`src/rtl/ddc_pkg.sv`:
```
package ddc_pkg;
  localparam int SMP_W     = 8;
  localparam int COEF_W    = 9;
  localparam int CHANNELS  = 4;
  localparam int PERIOD    = 4;
  localparam int SMP_ZERO  = 128;
  localparam int CTR_W     = SMP_W + 1;
  localparam int PROD_W    = CTR_W + COEF_W - 1;

  typedef logic signed [CTR_W-1:0]  centred_t;
  typedef logic signed [COEF_W-1:0] coef_t;
  typedef logic signed [PROD_W-1:0] prod_t;
endpackage

```
`src/rtl/ddc_seq_counter.sv`:
```
module ddc_seq_counter #(
  parameter int DEPTH = 16,
  parameter int IDX_W = $clog2(DEPTH)
) (
  input  logic             clk,
  input  logic             rst_n,
  input  logic             adv,
  output logic [IDX_W-1:0] idx
);
  localparam logic [IDX_W-1:0] LAST = IDX_W'(DEPTH - 1);

  logic [IDX_W-1:0] idx_d;

  always_comb begin
    idx_d = idx;
    if (adv) begin
      if (idx == LAST) idx_d = '0;
      else             idx_d = idx + 1'b1;
    end
  end

  always_ff @(posedge clk or negedge rst_n) begin
    if (!rst_n)   idx <= '0;
    else if (adv) idx <= idx_d;
  end
endmodule

```
`src/rtl/ddc_coef_table.sv`:
```
module ddc_coef_table #(
  parameter int DEPTH  = 16,
  parameter int LANES  = 4,
  parameter int COEF_W = 9,
  parameter int IDX_W  = $clog2(DEPTH)
) (
  input  logic              clk,
  input  logic              rst_n,
  input  logic              we,
  input  logic [IDX_W-1:0]  waddr,
  input  logic [COEF_W-1:0] wdata,
  input  logic [IDX_W-1:0]  rd_idx,
  output logic [COEF_W-1:0] cos_word,
  output logic [COEF_W-1:0] sin_word
);
  localparam logic [IDX_W-1:0] LAG = IDX_W'(LANES);

  logic [COEF_W-1:0] entry [DEPTH];
  logic [IDX_W-1:0]  sin_idx;

  for (genvar g = 0; g < DEPTH; g++) begin : g_entry
    logic hit;
    assign hit = we && (waddr == IDX_W'(g));
    always_ff @(posedge clk or negedge rst_n) begin
      if (!rst_n)   entry[g] <= '0;
      else if (hit) entry[g] <= wdata;
    end
  end

  always_comb begin
    sin_idx  = rd_idx - LAG;
    cos_word = entry[rd_idx];
    sin_word = entry[sin_idx];
  end
endmodule

```
`src/rtl/ddc_mixer.sv`:
```
module ddc_mixer
  import ddc_pkg::*;
#(
  parameter int LANE_W = 2
) (
  input  logic                clk,
  input  logic                rst_n,
  input  logic                in_valid,
  input  logic [SMP_W-1:0]    in_sample,
  input  logic [LANE_W-1:0]   in_lane,
  input  logic [COEF_W-1:0]   cos_word,
  input  logic [COEF_W-1:0]   sin_word,
  output logic                out_valid,
  output logic [LANE_W-1:0]   out_lane,
  output prod_t               out_i,
  output prod_t               out_q
);
  localparam logic [CTR_W-1:0] ZERO_LVL = CTR_W'(SMP_ZERO);

  logic              s1_valid;
  logic [LANE_W-1:0] s1_lane;
  centred_t          s1_smp;
  coef_t             s1_cos;
  coef_t             s1_sin;
  centred_t          smp_d;
  prod_t             prod_i_d;
  prod_t             prod_q_d;

  always_comb begin
    smp_d = centred_t'(CTR_W'(in_sample) - ZERO_LVL);
  end

  always_ff @(posedge clk or negedge rst_n) begin
    if (!rst_n) begin
      s1_valid <= 1'b0;
      s1_lane  <= '0;
      s1_smp   <= '0;
      s1_cos   <= '0;
      s1_sin   <= '0;
    end else begin
      s1_valid <= in_valid;
      if (in_valid) begin
        s1_lane <= in_lane;
        s1_smp  <= smp_d;
        s1_cos  <= coef_t'(cos_word);
        s1_sin  <= coef_t'(sin_word);
      end
    end
  end

  always_comb begin
    prod_i_d = PROD_W'(s1_smp) * PROD_W'(s1_cos);
    prod_q_d = PROD_W'(s1_smp) * PROD_W'(s1_sin);
  end

  always_ff @(posedge clk or negedge rst_n) begin
    if (!rst_n) begin
      out_valid <= 1'b0;
      out_lane  <= '0;
      out_i     <= '0;
      out_q     <= '0;
    end else begin
      out_valid <= s1_valid;
      if (s1_valid) begin
        out_lane <= s1_lane;
        out_i    <= prod_i_d;
        out_q    <= prod_q_d;
      end
    end
  end
endmodule

```
`src/rtl/qtab_ddc.sv`:
```
module qtab_ddc
  import ddc_pkg::*;
#(
  parameter int BEAMS  = 1,
  parameter int LANES  = CHANNELS * BEAMS,
  parameter int DEPTH  = LANES * PERIOD,
  parameter int IDX_W  = $clog2(DEPTH),
  parameter int LANE_W = $clog2(LANES)
) (
  input  logic                     clk,
  input  logic                     rst_n,
  input  logic                     smp_valid,
  input  logic [SMP_W-1:0]         smp_data,
  input  logic [COEF_W-1:0]        cf_wdata,
  input  logic [IDX_W-1:0]         cf_waddr,
  input  logic                     cf_we,
  output logic                     res_valid,
  output logic [LANE_W-1:0]        res_slot,
  output logic signed [PROD_W-1:0] res_i,
  output logic signed [PROD_W-1:0] res_q
);
  logic [IDX_W-1:0]  seq_idx;
  logic [COEF_W-1:0] cos_word;
  logic [COEF_W-1:0] sin_word;
  logic [LANE_W-1:0] cur_lane;

  assign cur_lane = seq_idx[LANE_W-1:0];

  ddc_seq_counter #(.DEPTH(DEPTH), .IDX_W(IDX_W)) u_seq (
    .clk   (clk),
    .rst_n (rst_n),
    .adv   (smp_valid),
    .idx   (seq_idx)
  );

  ddc_coef_table #(.DEPTH(DEPTH), .LANES(LANES), .COEF_W(COEF_W), .IDX_W(IDX_W)) u_tab (
    .clk      (clk),
    .rst_n    (rst_n),
    .we       (cf_we),
    .waddr    (cf_waddr),
    .wdata    (cf_wdata),
    .rd_idx   (seq_idx),
    .cos_word (cos_word),
    .sin_word (sin_word)
  );

  ddc_mixer #(.LANE_W(LANE_W)) u_mix (
    .clk       (clk),
    .rst_n     (rst_n),
    .in_valid  (smp_valid),
    .in_sample (smp_data),
    .in_lane   (cur_lane),
    .cos_word  (cos_word),
    .sin_word  (sin_word),
    .out_valid (res_valid),
    .out_lane  (res_slot),
    .out_i     (res_i),
    .out_q     (res_q)
  );
endmodule

```
`config.mk`:
```
export PLATFORM = sky130hd
export DESIGN_NAME = qtab_ddc
export DESIGN_NICKNAME = d
export VERILOG_FILES = /design/src/rtl/ddc_pkg.sv /design/src/rtl/ddc_seq_counter.sv /design/src/rtl/ddc_coef_table.sv /design/src/rtl/ddc_mixer.sv /design/src/rtl/qtab_ddc.sv
export SDC_FILE = /design/constraint.sdc
export NUM_CORES = 1
export LEC_CHECK = 0
export ABC_AREA = 1
export BUFFER_PORTS_ARGS = -buffer_cell sky130_fd_sc_hd__buf_2
export CELL_PAD_IN_SITES_DETAIL_PLACEMENT = 1
export CELL_PAD_IN_SITES_GLOBAL_PLACEMENT = 1
export CORE_MARGIN = 2
export CORE_UTILIZATION = 51
export DETAILED_ROUTE_END_ITERATION = 8
export PLACE_DENSITY = 0.9
export SLEW_MARGIN = 20
export SYNTH_ARGS = -nofsm -noshare
export SYNTH_HDL_FRONTEND = slang
export SYNTH_SLANG_ARGS = --single-unit
```
`constraint.sdc`:
```
create_clock -name clk -period 7 [get_ports clk]
set_input_delay 1.4 -clock clk [delete_from_list [all_inputs] [get_ports clk]]
set_output_delay 1.4 -clock clk [all_outputs]
set_load 0.02 [all_outputs]
```
==> run_results.csv, run 1 <==
group,metric,value,unit
critical_path,critPathKind,"reg2reg",
global_route,grt_max_degree,96,
yosys,synth_cell_types,37,
timing,drv_slew,0,
timing,max_freq,0.197,GHz
clock_network,post_cts_resized,0,
clock_network,h-tree-depth,1,
layout,layout_commonest_cell,"nand2_1",
global_route,grt_usage,0.298,
critical_path,crit_required,7.45,ns
clock_network,cts.sinks,214,
timing,setup_viol,0,
die,chipWidth,178,um
worst_hold_path,worstHoldStart,"u_mix.s1_valid",
timing,worst_hold_slack,0.391,ns
timing,period_share,0.725,
routing,drt_pass1_iterations,5,
yosys,synth-edff-count,0,
routing,vias,12899,
critical_path,rr_endpoint,"u_mix.out_i[16]",
timing,hold_viol_final,0,
die,die-area,31700,um2
critical_path,worstReg2RegStart,"u_mix.s1_smp[7]",
clock_network,cts_root_buffer,"clkbuf_16",
timing,finalSetupTns,0,ns
clock_network,cts_tree,"done",
layout,area_delta_synth_final,6.98,%
yosys,syn-num-nets,2164,
placed_design,place_ws,2.02,ns
timing,final.min_clock_period,5.08,ns
critical_path,arrival,5.52,ns
worst_hold_path,holdPathEnd,"u_mix.out_valid",
die,initial_core_util,0.519,
yosys,synth_area,15400,um2
critical_path,r2r_slack,1.93,ns
flow_run,maxCapViolations,0,
critical_path,endpoint_kind,"flop",
routing,antenna_left,0,
die,core,29700,um2
worst_hold_path,hold_path_depth,0,
routing,wirelength,45300,um
die,core.rowCount,63,
timing,fin_skew,0.0273,ns
placed_design,portBuffers,61,
critical_path,critPathMaxFanout,19,
clock_network,clk_pin_slew,0.06,ns
routing,routedWlPerCell,19.4,um
layout,layout_common_cells,"nand2_1 (676), inv_1 (260), dfrtp_1 (213)",
yosys,async_flop_share,1.00,
placed_design,gp_congestion,0.858,
layout,drive_above_1_share,0.0782,
critical_path,reg2reg_depth,18,
routing,drc_errors,0,
timing,rsz0062_at_grt,"no",
timing,slew_headroom,0.418,
timing,setup_ws,1.93,ns
die,fp.dieH,178,um
critical_path,cp-start-kind,"flop",
clock_network,numCtsBuffers,25,
layout,n_antenna_cell,0,
yosys,yosys_most_used_dff,"dfrtp_1",
yosys,syn_avg_cell_area,7.96,um2
routing,routed_via_density,5.53,
global_route,grt_pass1_vias,14308,
timing,worst_pin_slew,0.872,ns
placed_design,hpwl,32900,um
clock_network,cts_hold_buf,0,
yosys,synthCells,1939,
yosys,ys_seq_area_frac,0.347,
worst_hold_path,hp-class,"reg2reg",
clock_network,clkLatencyLatePin,0.56,ns
clock_network,postCtsSetupBuffers,0,
routing,drt_iter0_drc,727,
yosys,ys_seq_elements,214,
clock_network,clk_path_buf_depth,3,
global_route,grt_remaining_overflow,0,
yosys,ys_warn_count,0,
die,io_pins,62,
global_route,antenna_found_initial,0,
global_route,grt_pass1_wl,74200,um
layout,nNetsFinal,2156,
status,status,"complete, no violations",
through the flow:
step                      instances  utilization  instance area (um2)
after CTS                      2334        0.556                16500
after global placement         2294        0.530                15800
final                          2334        0.556                16500
after floorplan                1939            -                15400
after detailed placement       2294        0.530                15800
after global routing           2334        0.556                16500
registers in the layout, indices dropped and copies added (netlist names):
| signal | count |
|---|---|
| u_mix.out_lane | 2 |
| u_tab.entry | 144 |
| u_mix.s1_valid | 1 |
| u_seq.idx | 4 |
| u_mix.out_i | 17 |
| u_mix.out_q | 17 |
| u_mix.s1_lane | 2 |
| u_mix.s1_smp | 8 |
| u_mix.out_valid | 1 |
| u_mix.s1_cos | 9 |
| u_mix.s1_sin | 9 |
layout make-up:
class | count | area (um2)
Inverter | 265 | 995
Sequential cell | 214 | 5360
Clock buffer | 33 | 686
Clock inverter | 7 | 58.8
Tap cell | 390 | 488
Multi-Input combinational cell | 1355 | 8540
Timing Repair Buffer | 70 | 383
Fill cell | 3657 | 13200
Yosys cell counts, types with 3 or more instances:
master	n	area (um2)
o22ai_1	4	25.0
buf_1	12	45.0
nand2_1	676	2540
o21ai_0	77	385
nand3_1	121	606
a31oi_1	15	93.8
nor2_1	70	263
buf_6	12	135
dfrtp_1	214	5360
xnor2_1	9	78.8
fa_1	126	2520
a21oi_1	34	170
buf_4	3	22.5
nand2_2	12	75.1
nand3_2	4	40.0
ha_1	74	926
xor2_1	3	26.3
a21o_1	3	22.5
buf_2	24	120
nand4_1	3	18.8
clkbuf_1	49	184
o21ai_2	21	184
nor3_4	3	48.8
o21ai_1	90	450
clkbuf_2	3	15.0
inv_1	261	980
how the worst max path moves through the flow:
stage                         start               to  slack [ns]  cells past startpoint
CTS                 u_mix.s1_smp[7]  u_mix.out_i[16]        1.98                     17
global route        u_mix.s1_smp[5]  u_mix.out_i[12]        1.62                     19
global placement    u_mix.s1_smp[5]  u_mix.out_q[14]        2.20                     19
finish              u_mix.s1_smp[7]  u_mix.out_i[16]        1.93                     18
floorplan           u_mix.s1_smp[6]  u_mix.out_q[14]        2.36                     21
detailed placement  u_mix.s1_smp[6]  u_mix.out_i[12]        2.02                     18
layer usage:
metal  wire (um)  share of wire  up-vias  track usage
li1            -              -     5967            -
met5           0              0        -            0
met3        1830          0.040      129       0.0336
met4        2010          0.044        0        0.126
met2       23300           0.51      368        0.541
met1       18200           0.40     6435        0.357
logic make-up (layout without fill, tap and decap cells):
logic type,Yosys count,in the layout,share of synthesized area
AOI/OAI and AO/OA,249,249,0.0887
DFF,214,214,0.347
and+or+nand+nor,894,894,0.235
buffers and inverters,370,375,0.0994
adders and majority gates,200,200,0.223
xor gates and xnor gates,12,12,0.00681
worst max-delay path, stage by stage, from the launching register on:
cell and delay, ns:
dfrtp_1 0.73, nand2_1 0.28, fa_1 0.69, fa_1 0.57, inv_1 0.07, fa_1 0.49
fa_1 0.55, ha_1 0.33, ha_1 0.36, nand2_1 0.14, inv_1 0.08, nand2_1 0.08
nand2_1 0.07, nand2_1 0.08, nand2_1 0.05, nor2_1 0.15, nand3_1 0.10, nand3_1 0.08
nand2_1 0.06
Power of run 1 is left out: the tool's default activity adds up to more than one toggle a clock period on the data nets, which glitch-free logic cannot reach.
==> inputs of run 2 (changes only) <==
--- a/config.mk
+++ b/config.mk
@@ -5,14 +5,14 @@
 export SDC_FILE = /design/constraint.sdc
 export NUM_CORES = 1
 export LEC_CHECK = 0
-export ABC_AREA = 1
+export ABC_AREA = 0
 export BUFFER_PORTS_ARGS = -buffer_cell sky130_fd_sc_hd__buf_2
 export CELL_PAD_IN_SITES_DETAIL_PLACEMENT = 1
 export CELL_PAD_IN_SITES_GLOBAL_PLACEMENT = 1
 export CORE_MARGIN = 2
-export CORE_UTILIZATION = 51
+export CORE_UTILIZATION = 47
 export DETAILED_ROUTE_END_ITERATION = 8
-export PLACE_DENSITY = 0.9
+export PLACE_DENSITY = 0.81
 export SLEW_MARGIN = 20
 export SYNTH_ARGS = -nofsm -noshare
 export SYNTH_HDL_FRONTEND = slang
==> constraint.sdc (replaced) <==
create_clock -name clk -period 4.4 [get_ports clk]
set_input_delay 0.88 -clock clk [delete_from_list [all_inputs] [get_ports clk]]
set_output_delay 0.88 -clock clk [all_outputs]
set_load 0.02 [all_outputs]
==> run 2 against run 1 <==
  * The flow now finishes with violations (setup timing)
  * First-iteration DRC count shrank 52%
  * Cell area up 6.6%
  * Area after synthesis down 4.1%
  * Clock-buffer cell count up 7
  * Critical path depth fell by 2
==> run_results.csv, run 2 <==
group,metric,value,unit
status,status,"finished with violations",
status,violations,"setup timing",
critical_path,cp_slowest_cell,"fa_1",
yosys,synth-edff-count,0,
layout,final_cell_area,17600,um2
timing,worst_pin_slew,1.04,ns
timing,rsz0062_at_grt,"yes",
yosys,syn-num-nets,1399,
global_route,grt_pass1_vias,11541,
critical_path,crit_required,4.84,ns
layout,fill_cells,3048,
layout,multi_input_area,9130,um2
yosys,ys_warn_count,0,
global_route,grt_usage,0.240,
routing,routedWlPerCell,22.0,um
placed_design,dpl-instance-area,16300,um2
yosys,ys_top_cells_by_count,"dfrtp_1 (214), mux2_2 (200), inv_1 (137), fa_1 (126), nand2_1 (78)",
critical_path,reg2reg_depth,16,
routing,drc_errors,0,
clock_network,clk_path_buf_depth,3,
yosys,yosys_most_used_dff,"dfrtp_1",
layout,final_util,0.571,
yosys,synthCells,1174,
worst_hold_path,hp-class,"in2async",
global_route,grt_remaining_overflow,0,
placed_design,portBuffers,61,
clock_network,cts_root_buffer,"clkbuf_16",
critical_path,worstReg2RegStart,"u_mix.s1_smp[5]",
routing,drt_iter0_drc,352,
critical_path,arrival,5.17,ns
yosys,syn_avg_cell_area,12.6,um2
global_route,antenna_found_initial,0,
timing,worst_hold_slack,0.351,ns
critical_path,critPathKind,"reg2reg",
critical_path,endpoint_kind,"flop",
die,io_pins,62,
timing,max_freq,0.211,GHz
placed_design,hpwl,26900,um
critical_path,cp-start-kind,"flop",
layout,largest_reg_flops,144,
die,initial_core_util,0.480,
timing,period_share,1.08,
layout,stdcell_count,1738,
yosys,synth_cell_types,41,
layout,n_antenna_cell,0,
yosys,ys_seq_elements,214,
die,die-area,32900,um2
clock_network,cts.sinks,214,
die,core,30800,um2
critical_path,critPathMaxFanout,6,
routing,drt_pass1_iterations,4,
critical_path,crit_chain,"buf_4, and2_4, fa_1, inv_2, fa_1, inv_2, fa_1, fa_1, fa_2, ha_4, o211ai_1, a211oi_2, o31a_1, o22ai_2, xnor2_1, mux2_2",
timing,setup_ws,-0.331,ns
yosys,yosysMostFrequentCell,"dfrtp_1",
layout,layout_common_cells,"dfrtp_1 (201), mux2_2 (200), inv_1 (134)",
layout,drive_above_1_share,0.415,
layout,seqCellArea,5370,um2
yosys,yosys-top-cells-area,"dfrtp_1 (36%), fa_1 (17%), mux2_2 (15%)",
global_route,grt_pass1_wl,62200,um
clock_network,clkLatencyLatePin,0.56,ns
critical_path,crit_start,"u_mix.s1_smp[5]",
clock_network,clk_pin_slew,0.06,ns
die,chipWidth,181,um
critical_path,cp.depth,16,
yosys,synth_area,14800,um2
timing,final.min_clock_period,4.73,ns
layout,layout_commonest_cell,"dfrtp_1",
die,core.rowCount,64,
yosys,async_flop_share,1.00,
layout,regMostFlops,"u_tab.entry",
die,fp.dieH,181,um
layout,area_delta_synth_final,18.9,%
timing,setup_viol,15,
routing,routed_via_density,5.58,
critical_path,crit_buf_inv,3,
flow_run,maxCapViolations,0,
global_route,grt_max_degree,88,
routing,vias,9698,
yosys,synth_top_cell_by_area,"dfrtp_1",
timing,drv_slew,0,
timing,slew_headroom,0.309,
placed_design,gp_congestion,0.794,
clock_network,h-tree-depth,1,
routing,wirelength,38200,um
clock_network,numCtsBuffers,26,
critical_path,cpLargestDelayFamily,"adder cells",
yosys,ys_seq_area_frac,0.362,
critical_path,critPathMostFrequentCell,"fa_1",
yosys,synth_top_area_share,0.362,
critical_path,max_stage_delay,0.55,ns
clock_network,cts_tree,"done",
layout,top_regs,"u_tab.entry x144, u_mix.out_i x17, u_mix.out_q x17",
timing,hold_viol_final,0,
routing,antenna_left,0,
layout,nNetsFinal,1547,
clock_network,cts_hold_buf,0,
timing,fin_skew,0.0112,ns
placed_design,placed_cells,1675,
-- run 2: logic make-up after synthesis --
kind of cell,synth area share
muxes,0.236
xor gates and xnor gates,0.0178
and+or+nand+nor,0.0722
buffers and inverters,0.0506
adders and majority gates,0.233
AOI/OAI and AO/OA,0.0283
DFF,0.362
-- run 2: final cells by class --
class	count	area share
Timing Repair Buffer	177	0.0697
Inverter	137	0.0292
Clock inverter	8	0.00675
Tap cell	396	0.0281
Sequential cell	214	0.305
Multi-Input combinational cell	766	0.519
Clock buffer	40	0.0422
-- run 2: routing by layer --
layer | up-vias | global-route usage | routed length (um)
li1 | 4248 | - | -
met1 | 5093 | 0.272 | 14200
met2 | 239 | 0.448 | 20700
met3 | 118 | 0.0367 | 1450
met4 | 0 | 0.107 | 1780
met5 | - | 0 | 0
-- run 2: repair_timing --
item / 4_1_cts / 5_1_grt
setup endpoints to repair: 16 / 17
buffers inserted: 9 / 7
gates resized for setup: 49 / 22
pin swaps: 33 / 21
-- run 2: stage by stage --
step	TNS, ns	setup WS, ns
2_1_floorplan	-0.587	-0.108
3_3_place_gp	-2.71	-0.301
3_5_place_dp	-4.94	-0.520
4_1_cts	-2.69	-0.339
5_1_grt	-5.70	-0.507
6_report	-3.12	-0.331
-- run 2: worst paths after layout --
kind                                   end  slack, ns
max                        u_mix.out_q[16]      -0.33
min                         u_mix.out_i[8]       0.35
max reg2reg                u_mix.out_q[16]      -0.33
min reg2reg                 u_mix.out_q[5]       0.50
max in group asynchronous  u_tab.entry[11]       3.06
min in group clk            u_mix.out_q[5]       0.50
Power of run 2 is left out for the same reason.
